### src/rtl/bsram_pkg.sv
package bsram_pkg;
  localparam int BEATS = 2;
  localparam int LANES = 2;

  typedef enum logic {
    PH_K  = 1'b0,
    PH_KN = 1'b1
  } phase_e;
endpackage

### src/rtl/bsram_beat_gen.sv
module bsram_beat_gen
  import bsram_pkg::*;
(
  input  logic clk_i,
  input  logic rst_ni,
  input  logic en_i,
  output logic k_beat_o,
  output logic issue_slot_o
);
  phase_e phase_q;
  logic   en_q;

  // reset leaves the bus on a K# beat so the first live beat is K
  always_ff @(posedge clk_i or negedge rst_ni) begin
    if (!rst_ni) begin
      phase_q <= PH_KN;
      en_q    <= 1'b0;
    end else begin
      phase_q <= (phase_q == PH_K) ? PH_KN : PH_K;
      en_q    <= en_i;
    end
  end

  assign k_beat_o     = (phase_q == PH_K);
  assign issue_slot_o = en_q && (phase_q == PH_KN);
endmodule

### src/rtl/bsram_bus_drv.sv
module bsram_bus_drv
  import bsram_pkg::*;
#(
  parameter int ADDR_W = 8,
  parameter int WORD_W = 16
) (
  input  logic                        clk_i,
  input  logic                        rst_ni,
  input  logic                        k_beat_i,
  input  logic                        rd_fire_i,
  input  logic [ADDR_W-1:0]           rd_addr_i,
  input  logic                        wr_fire_i,
  input  logic [ADDR_W-1:0]           wr_addr_i,
  input  logic [BEATS*WORD_W-1:0]     wr_data_i,
  input  logic [BEATS*LANES-1:0]      wr_be_i,
  output logic                        rsel_n_o,
  output logic                        wsel_n_o,
  output logic [ADDR_W-1:0]           addr_o,
  output logic [WORD_W-1:0]           wdata_o,
  output logic [LANES-1:0]            wmask_n_o
);
  logic [BEATS-1:0][WORD_W-1:0] beat_data;
  logic [BEATS-1:0][LANES-1:0]  beat_mask_n;

  for (genvar b = 0; b < BEATS; b++) begin : g_beat
    assign beat_data[b]   = wr_data_i[b*WORD_W +: WORD_W];
    assign beat_mask_n[b] = ~wr_be_i[b*LANES +: LANES];
  end

  logic                rsel_n_q, wsel_n_q, wr_pend_q;
  logic [ADDR_W-1:0]   addr_q, wa_hold_q;
  logic [WORD_W-1:0]   wdata_q, wd_hold_q;
  logic [LANES-1:0]    wmask_n_q, wm_hold_q;

  always_ff @(posedge clk_i or negedge rst_ni) begin
    if (!rst_ni) begin
      rsel_n_q  <= 1'b1;
      wsel_n_q  <= 1'b1;
      wr_pend_q <= 1'b0;
      addr_q    <= '0;
      wa_hold_q <= '0;
      wdata_q   <= '0;
      wd_hold_q <= '0;
      wmask_n_q <= '1;
      wm_hold_q <= '1;
    end else if (!k_beat_i) begin
      // next beat is K: selects, read address, first write word
      rsel_n_q  <= ~rd_fire_i;
      wsel_n_q  <= ~wr_fire_i;
      wr_pend_q <= wr_fire_i;
      if (rd_fire_i) addr_q <= rd_addr_i;
      wdata_q   <= wr_fire_i ? beat_data[0] : '0;
      wmask_n_q <= wr_fire_i ? beat_mask_n[0] : '1;
      if (wr_fire_i) begin
        wa_hold_q <= wr_addr_i;
        wd_hold_q <= beat_data[1];
        wm_hold_q <= beat_mask_n[1];
      end
    end else begin
      // next beat is K#: write address, second write word
      rsel_n_q  <= 1'b1;
      wsel_n_q  <= 1'b1;
      wr_pend_q <= 1'b0;
      if (wr_pend_q) addr_q <= wa_hold_q;
      wdata_q   <= wr_pend_q ? wd_hold_q : '0;
      wmask_n_q <= wr_pend_q ? wm_hold_q : '1;
    end
  end

  assign rsel_n_o  = rsel_n_q;
  assign wsel_n_o  = wsel_n_q;
  assign addr_o    = addr_q;
  assign wdata_o   = wdata_q;
  assign wmask_n_o = wmask_n_q;
endmodule

### src/rtl/bsram_rd_capture.sv
module bsram_rd_capture
  import bsram_pkg::*;
#(
  parameter int WORD_W    = 16,
  parameter int RD_LAT_HC = 3
) (
  input  logic                    clk_i,
  input  logic                    rst_ni,
  input  logic                    rd_beat_i,
  input  logic [WORD_W-1:0]       rdata_i,
  output logic                    rsp_valid_o,
  output logic [BEATS*WORD_W-1:0] rsp_data_o
);
  localparam int SR_D = RD_LAT_HC + 1;

  logic [SR_D-1:0]          issue_sr_q;
  logic [WORD_W-1:0]        lo_q;
  logic                     rsp_valid_q;
  logic [BEATS*WORD_W-1:0]  rsp_data_q;

  // bit k set: a read went out on the K beat k+1 beats ago
  always_ff @(posedge clk_i or negedge rst_ni) begin
    if (!rst_ni) begin
      issue_sr_q  <= '0;
      lo_q        <= '0;
      rsp_valid_q <= 1'b0;
      rsp_data_q  <= '0;
    end else begin
      issue_sr_q  <= {issue_sr_q[SR_D-2:0], rd_beat_i};
      if (issue_sr_q[RD_LAT_HC-1]) lo_q <= rdata_i;
      rsp_valid_q <= issue_sr_q[RD_LAT_HC];
      if (issue_sr_q[RD_LAT_HC]) rsp_data_q <= {rdata_i, lo_q};
    end
  end

  assign rsp_valid_o = rsp_valid_q;
  assign rsp_data_o  = rsp_data_q;
endmodule

### src/rtl/bsram_ctrl.sv
module bsram_ctrl
  import bsram_pkg::*;
#(
  parameter int ADDR_W    = 8,
  parameter int WORD_W    = 16,
  parameter int RD_LAT_HC = 3
) (
  input  logic                    clk_i,
  input  logic                    rst_ni,
  input  logic                    en_i,
  input  logic                    rd_valid_i,
  output logic                    rd_ready_o,
  input  logic [ADDR_W-1:0]       rd_addr_i,
  input  logic                    wr_valid_i,
  output logic                    wr_ready_o,
  input  logic [ADDR_W-1:0]       wr_addr_i,
  input  logic [BEATS*WORD_W-1:0] wr_data_i,
  input  logic [BEATS*LANES-1:0]  wr_be_i,
  output logic                    rsp_valid_o,
  output logic [BEATS*WORD_W-1:0] rsp_data_o,
  output logic                    k_beat_o,
  output logic                    rsel_n_o,
  output logic                    wsel_n_o,
  output logic [ADDR_W-1:0]       addr_o,
  output logic [WORD_W-1:0]       wdata_o,
  output logic [LANES-1:0]        wmask_n_o,
  input  logic [WORD_W-1:0]       rdata_i
);
  logic k_beat, slot, rsel_n;

  bsram_beat_gen u_beat (
    .clk_i        (clk_i),
    .rst_ni       (rst_ni),
    .en_i         (en_i),
    .k_beat_o     (k_beat),
    .issue_slot_o (slot)
  );

  bsram_bus_drv #(.ADDR_W(ADDR_W), .WORD_W(WORD_W)) u_bus (
    .clk_i     (clk_i),
    .rst_ni    (rst_ni),
    .k_beat_i  (k_beat),
    .rd_fire_i (rd_valid_i && slot),
    .rd_addr_i (rd_addr_i),
    .wr_fire_i (wr_valid_i && slot),
    .wr_addr_i (wr_addr_i),
    .wr_data_i (wr_data_i),
    .wr_be_i   (wr_be_i),
    .rsel_n_o  (rsel_n),
    .wsel_n_o  (wsel_n_o),
    .addr_o    (addr_o),
    .wdata_o   (wdata_o),
    .wmask_n_o (wmask_n_o)
  );

  bsram_rd_capture #(.WORD_W(WORD_W), .RD_LAT_HC(RD_LAT_HC)) u_cap (
    .clk_i       (clk_i),
    .rst_ni      (rst_ni),
    .rd_beat_i   (~rsel_n),
    .rdata_i     (rdata_i),
    .rsp_valid_o (rsp_valid_o),
    .rsp_data_o  (rsp_data_o)
  );

  assign rd_ready_o = slot;
  assign wr_ready_o = slot;
  assign k_beat_o   = k_beat;
  assign rsel_n_o   = rsel_n;
endmodule

### config.mk
export PLATFORM = sky130hd
export DESIGN_NAME = bsram_ctrl
export DESIGN_NICKNAME = d
export VERILOG_FILES = /design/src/rtl/bsram_pkg.sv /design/src/rtl/bsram_beat_gen.sv /design/src/rtl/bsram_bus_drv.sv /design/src/rtl/bsram_rd_capture.sv /design/src/rtl/bsram_ctrl.sv
export SDC_FILE = /design/constraint.sdc
export NUM_CORES = 1
export LEC_CHECK = 0
export BUFFER_PORTS_ARGS = -buffer_cell sky130_fd_sc_hd__buf_2
export CORE_MARGIN = 2
export CORE_UTILIZATION = 50
export DETAILED_ROUTE_END_ITERATION = 8
export PLACE_DENSITY_LB_ADDON = 0.15
export SLEW_MARGIN = 0
export SYNTH_ARGS = -nofsm -noshare
export SYNTH_HDL_FRONTEND = slang
export SYNTH_SLANG_ARGS = --single-unit
### constraint.sdc
create_clock -name clk_i -period 2.11 [get_ports clk_i]
set_input_delay 0.422 -clock clk_i [delete_from_list [all_inputs] [get_ports clk_i]]
set_output_delay 0.422 -clock clk_i [all_outputs]
set_load 0.02 [all_outputs]
Word level (Yosys, flattened, before mapping):

Index checks and enable logic that the tools add are counted.

* flip-flop bits (word level): 110
* bits of input ports: 73

* equal/unequal tests: 1
* mux-type cells: 13
* bitwise logic cells: 6
* reductions and logical operators: 6

Operators by type and width (count)
* 2-to-1 mux 16 bit: 3
* 2-to-1 mux 8 bit: 3
* 2-to-1 mux 2 bit: 3
* 2-to-1 mux 1 bit: 4
* NOT 1 bit: 4
* NOT 2 bit: 2
* AND reduction 2 bit: 2
* logical AND 1 bit: 3
* inequality test 2 x 1 -> 1 bit (second input constant): 1
* nonzero test 2 bit: 1

Depth between registers and ports, before layout:

* depth after elaboration: 4
* gate-level depth with buffers: 4
* mapped depth without buffers: 3

Hierarchy:

From an unflattened synthesis, not the netlist that was laid out.

* cells, all modules: 256
* area total of the unflattened synthesis: 4395.5 µm²

Modules (own cells, without submodules)
* bsram_bus_drv: times used 1, cells each 141, area an instance 2190.9 µm²
* bsram_rd_capture: times used 1, cells each 107, area an instance 2119.5 µm²
* bsram_beat_gen: times used 1, cells each 4, area an instance 61.3 µm²
* bsram_ctrl: times used 1, cells each 4, area an instance 23.8 µm²

Least setup slack after synthesis:

Ideal clock, no wire load.

* path kind: register to output
* start point: reg u_beat.phase_q
* end point: out wr_ready_o
* data arrival time: 1.295 ns
* data required time: 1.688 ns
* slack: 0.393 ns
* cell stages (with the launch flop): 5
* buffers on the path: 3
* cells stage by stage: dfstp_2 buf_2 buf_2 and2_1 buf_4

* cells in the longest elaborated chain, start to end: 1

Ends and longest elaborated chain
* from (decl): line bsram_beat_gen.sv:10 `phase_e phase_q;`
* from (signal assigned): line bsram_beat_gen.sv:19 `phase_q <= (phase_q == PH_K) ? PH_KN : PH_K;`
* logical AND 1 bit: line bsram_beat_gen.sv:25 `assign issue_slot_o = en_q && (phase_q == PH_KN);`
* to (decl): line bsram_ctrl.sv:15 `output logic wr_ready_o,`

Every way passes these cells.

Worst setup path in the final report:

Ends and elaborated chain as after synthesis.

==> results_dict.tcl <==
set metrics [dict create \
    critPathBufInv 1 \
    fp-row-count 33 \
    yosysWarningCount 0 \
    hpwl_um 5310 \
    grt_use_met2 0.258 \
    final_layout_size_suffix_gt1_frac 0.554 \
    hold_viol 0 \
    final_cell_mix "buf_2 (135), dfrtp_1 (103), mux2_2 (50)" \
    clock-root-buffer "clkbuf_8" \
    p_int_uw 3440 \
    synth-seq-cells 110 \
    layout.nets 465 \
    dp.cells 485 \
    hold_ws_ns 0.173 \
    antenna_found_initial 0 \
    syn_area_sq_um 4160 \
    fp.dieH_um 95.2 \
    clock-sinks 110 \
    status "finished clean" \
    p_leak_uw 0.00246 \
    start_util 0.511 \
    maxSlewHeadroom 0.709 \
    post_cts_resize_count 0 \
    clk_pin_slew_worst_paths_ns 0.10 \
    vias 2511 \
    clockBufferDepth 2 \
    cpMaxStageDelayCell "dfstp_2" \
    die_w_um 95.2 \
    io_pins 137 \
    grt_first_pass_wirelength_um 11800 \
    syn_nets 328 \
    rsz0062_at_grt "false" \
    gp_congestion 0.721 \
    cts_tree "yes" \
    area_growth_pct 24.2 \
    post_cts_buffers 0 \
    antennaDiodeCount 0 \
    vdd_drop_max_mv 0.406 \
    core_sq_um 8130 \
    cp_top_family "flip-flops" \
    fin_crit_ns 1.87 \
    port_buffers 136 \
    routed_wl_um 7340 \
    setup_viol 0 \
    cp_cell_sequence "and2_1, buf_2" \
    fin_util 0.635 \
    p_sw_frac 0.266 \
    final_common_cell "buf_2" \
    synthCells 255 \
    crit_fanout 21 \
    combPwrFrac 0.173 \
    wl_per_cell_um 14.6 \
    met1_usage 0.222 \
    grt_pass1_vias 2465 \
    max_stage_delay_ns 0.74 \
    synth_area_per_cell_sq_um 16.3 \
    drtIter0Drc 71 \
    yosysSeqAreaShare 0.664 \
    skew_ns 0.0113 \
    grt-busiest-layer "met2" \
    antenna_left 0 \
    grtUsageMet3 0.0632 \
    crit_type "reg2out" \
    grt_max_degree 36 \
    ys_types 20 \
    htree_levels 3 \
    p_per_area_nw_per_um2 908 \
    fmax_ghz 0.535 \
    cts_buffers 9 \
    hold_path.class "in2reg" \
    drt-vias-per-instance 5.00 \
    dieArea_sq_um 9060 \
    power_frac_seq 0.539 \
    globalRouteOverflowTotal 0 \
    cp.arrival_ns 1.45 \
    worst_pin_slew_ns 0.436 \
    fin_cells 502 \
    worstSetupEndpointType "output pin" \
    clk_latency_ns 0.36 \
    worst_ep_required_time_ns 1.69 \
    clock_power_share 0.288 \
    finalSetupTns_ns 0 \
    slew_violations 0 \
    drv_cap 0 \
    track_usage 0.170 \
    post-route-period-util 0.885 \
    dr.pass1.iters 4 \
    critPathLaunchType "flip-flop" \
    power_switching_uw 1250 \
    post-route-drc-count 0 \
    postCtsHoldBufs 1 \
]
-- worst paths after layout --
path / endpoint / slack [ns] / depth (start not counted) / from
max in group asynchronous: u_cap.lo_q[3] / 0.87 / 3 / rst_ni
worst max register to register: u_bus.wd_hold_q[12] / 0.44 / 4 / u_beat.phase_q
worst min-delay path: u_beat.en_q / 0.17 / 1 / en_i
min in group asynchronous: u_cap.lo_q[13] / 0.54 / 2 / rst_ni
worst min register to register: u_cap.issue_sr_q[1] / 0.36 / 0 / u_cap.issue_sr_q[0]
worst max-delay path: wr_ready_o / 0.24 / 2 / u_beat.phase_q
-- cell usage after synthesis, drive strengths merged --
library cell | n | share of area
dfrtp | 103 | 0.62
mux2 | 72 | 0.20
buf | 18 | 0.032
a22o | 16 | 0.034
nand4b | 8 | 0.017
o311a | 8 | 0.019
or3b | 8 | 0.017
dfstp | 7 | 0.044
inv | 6 | 0.0054
a22oi | 2 | 0.0036
mux2i | 2 | 0.0048
and2 | 1 | 0.0015
and3 | 1 | 0.0015
clkbuf | 1 | 0.00090
nand3 | 1 | 0.0024
nor2b | 1 | 0.0015
-- worst register-to-register path, delay by kind of cell, from the launching register on --
kind,cells,cell delay (ns)
and+or+nand+nor,1,0.17
DFF,1,0.74
buffers and inverters,2,0.32
muxes,1,0.34
-- metal layers --
metal  up-vias  part of all wire
met2        85              0.47
met3        10             0.092
met1      1222              0.42
met4         0             0.015
li1       1194                 -
met5         -                 0
-- cells by family after synthesis --
family	count (synthesis)	synth area share
buf+inv	25	0.0388
mux	74	0.200
compound gates	26	0.0566
simple gates	20	0.0406
flops	110	0.664
-- final cells by class --
class                      instances  area (sq um)
sequential                       110          2760
inverter                           6          22.5
clock buffer                       9           124
multi-input combinational        120          1240
fill                             639          2970
clock inverter                     7          97.6
timing repair buffer             145           791
tap                              105           131
-- state kept, by name, summed over array words and instances (netlist names), 2 cells and up --
signal	flops
u_bus.wmask_n_o	2
u_cap.lo_q	16
u_bus.wdata_o	16
u_bus.wd_hold_q	16
u_bus.wm_hold_q	2
u_bus.addr_o	8
u_bus.wa_hold_q	8
u_cap.rsp_data_o	32
u_cap.issue_sr_q	4
-- power by group through the flow --
| stage | sequential (uW) | combinational (uW) | clock (uW) |
|---|---|---|---|
| finish | 2530 | 812 | 1350 |
| floorplan | 2760 | 282 | 0 |
| global route | 2570 | 887 | 1470 |
| detailed placement | 2570 | 825 | 0 |
| CTS | 2530 | 827 | 1390 |
| global placement | 2560 | 812 | 0 |
-- metrics by stage --
step / area (sq um) / power, uW / worst slack [ns]
after floorplan: 4160 / 3050 / 0.393
after global placement: 4930 / 3370 / 0.448
after detailed placement: 4930 / 3400 / 0.440
after CTS: 5160 / 4750 / 0.233
after global routing: 5160 / 4920 / 0.154
final: 5160 / 4690 / 0.243
Power figures use the tool's default switching activity.
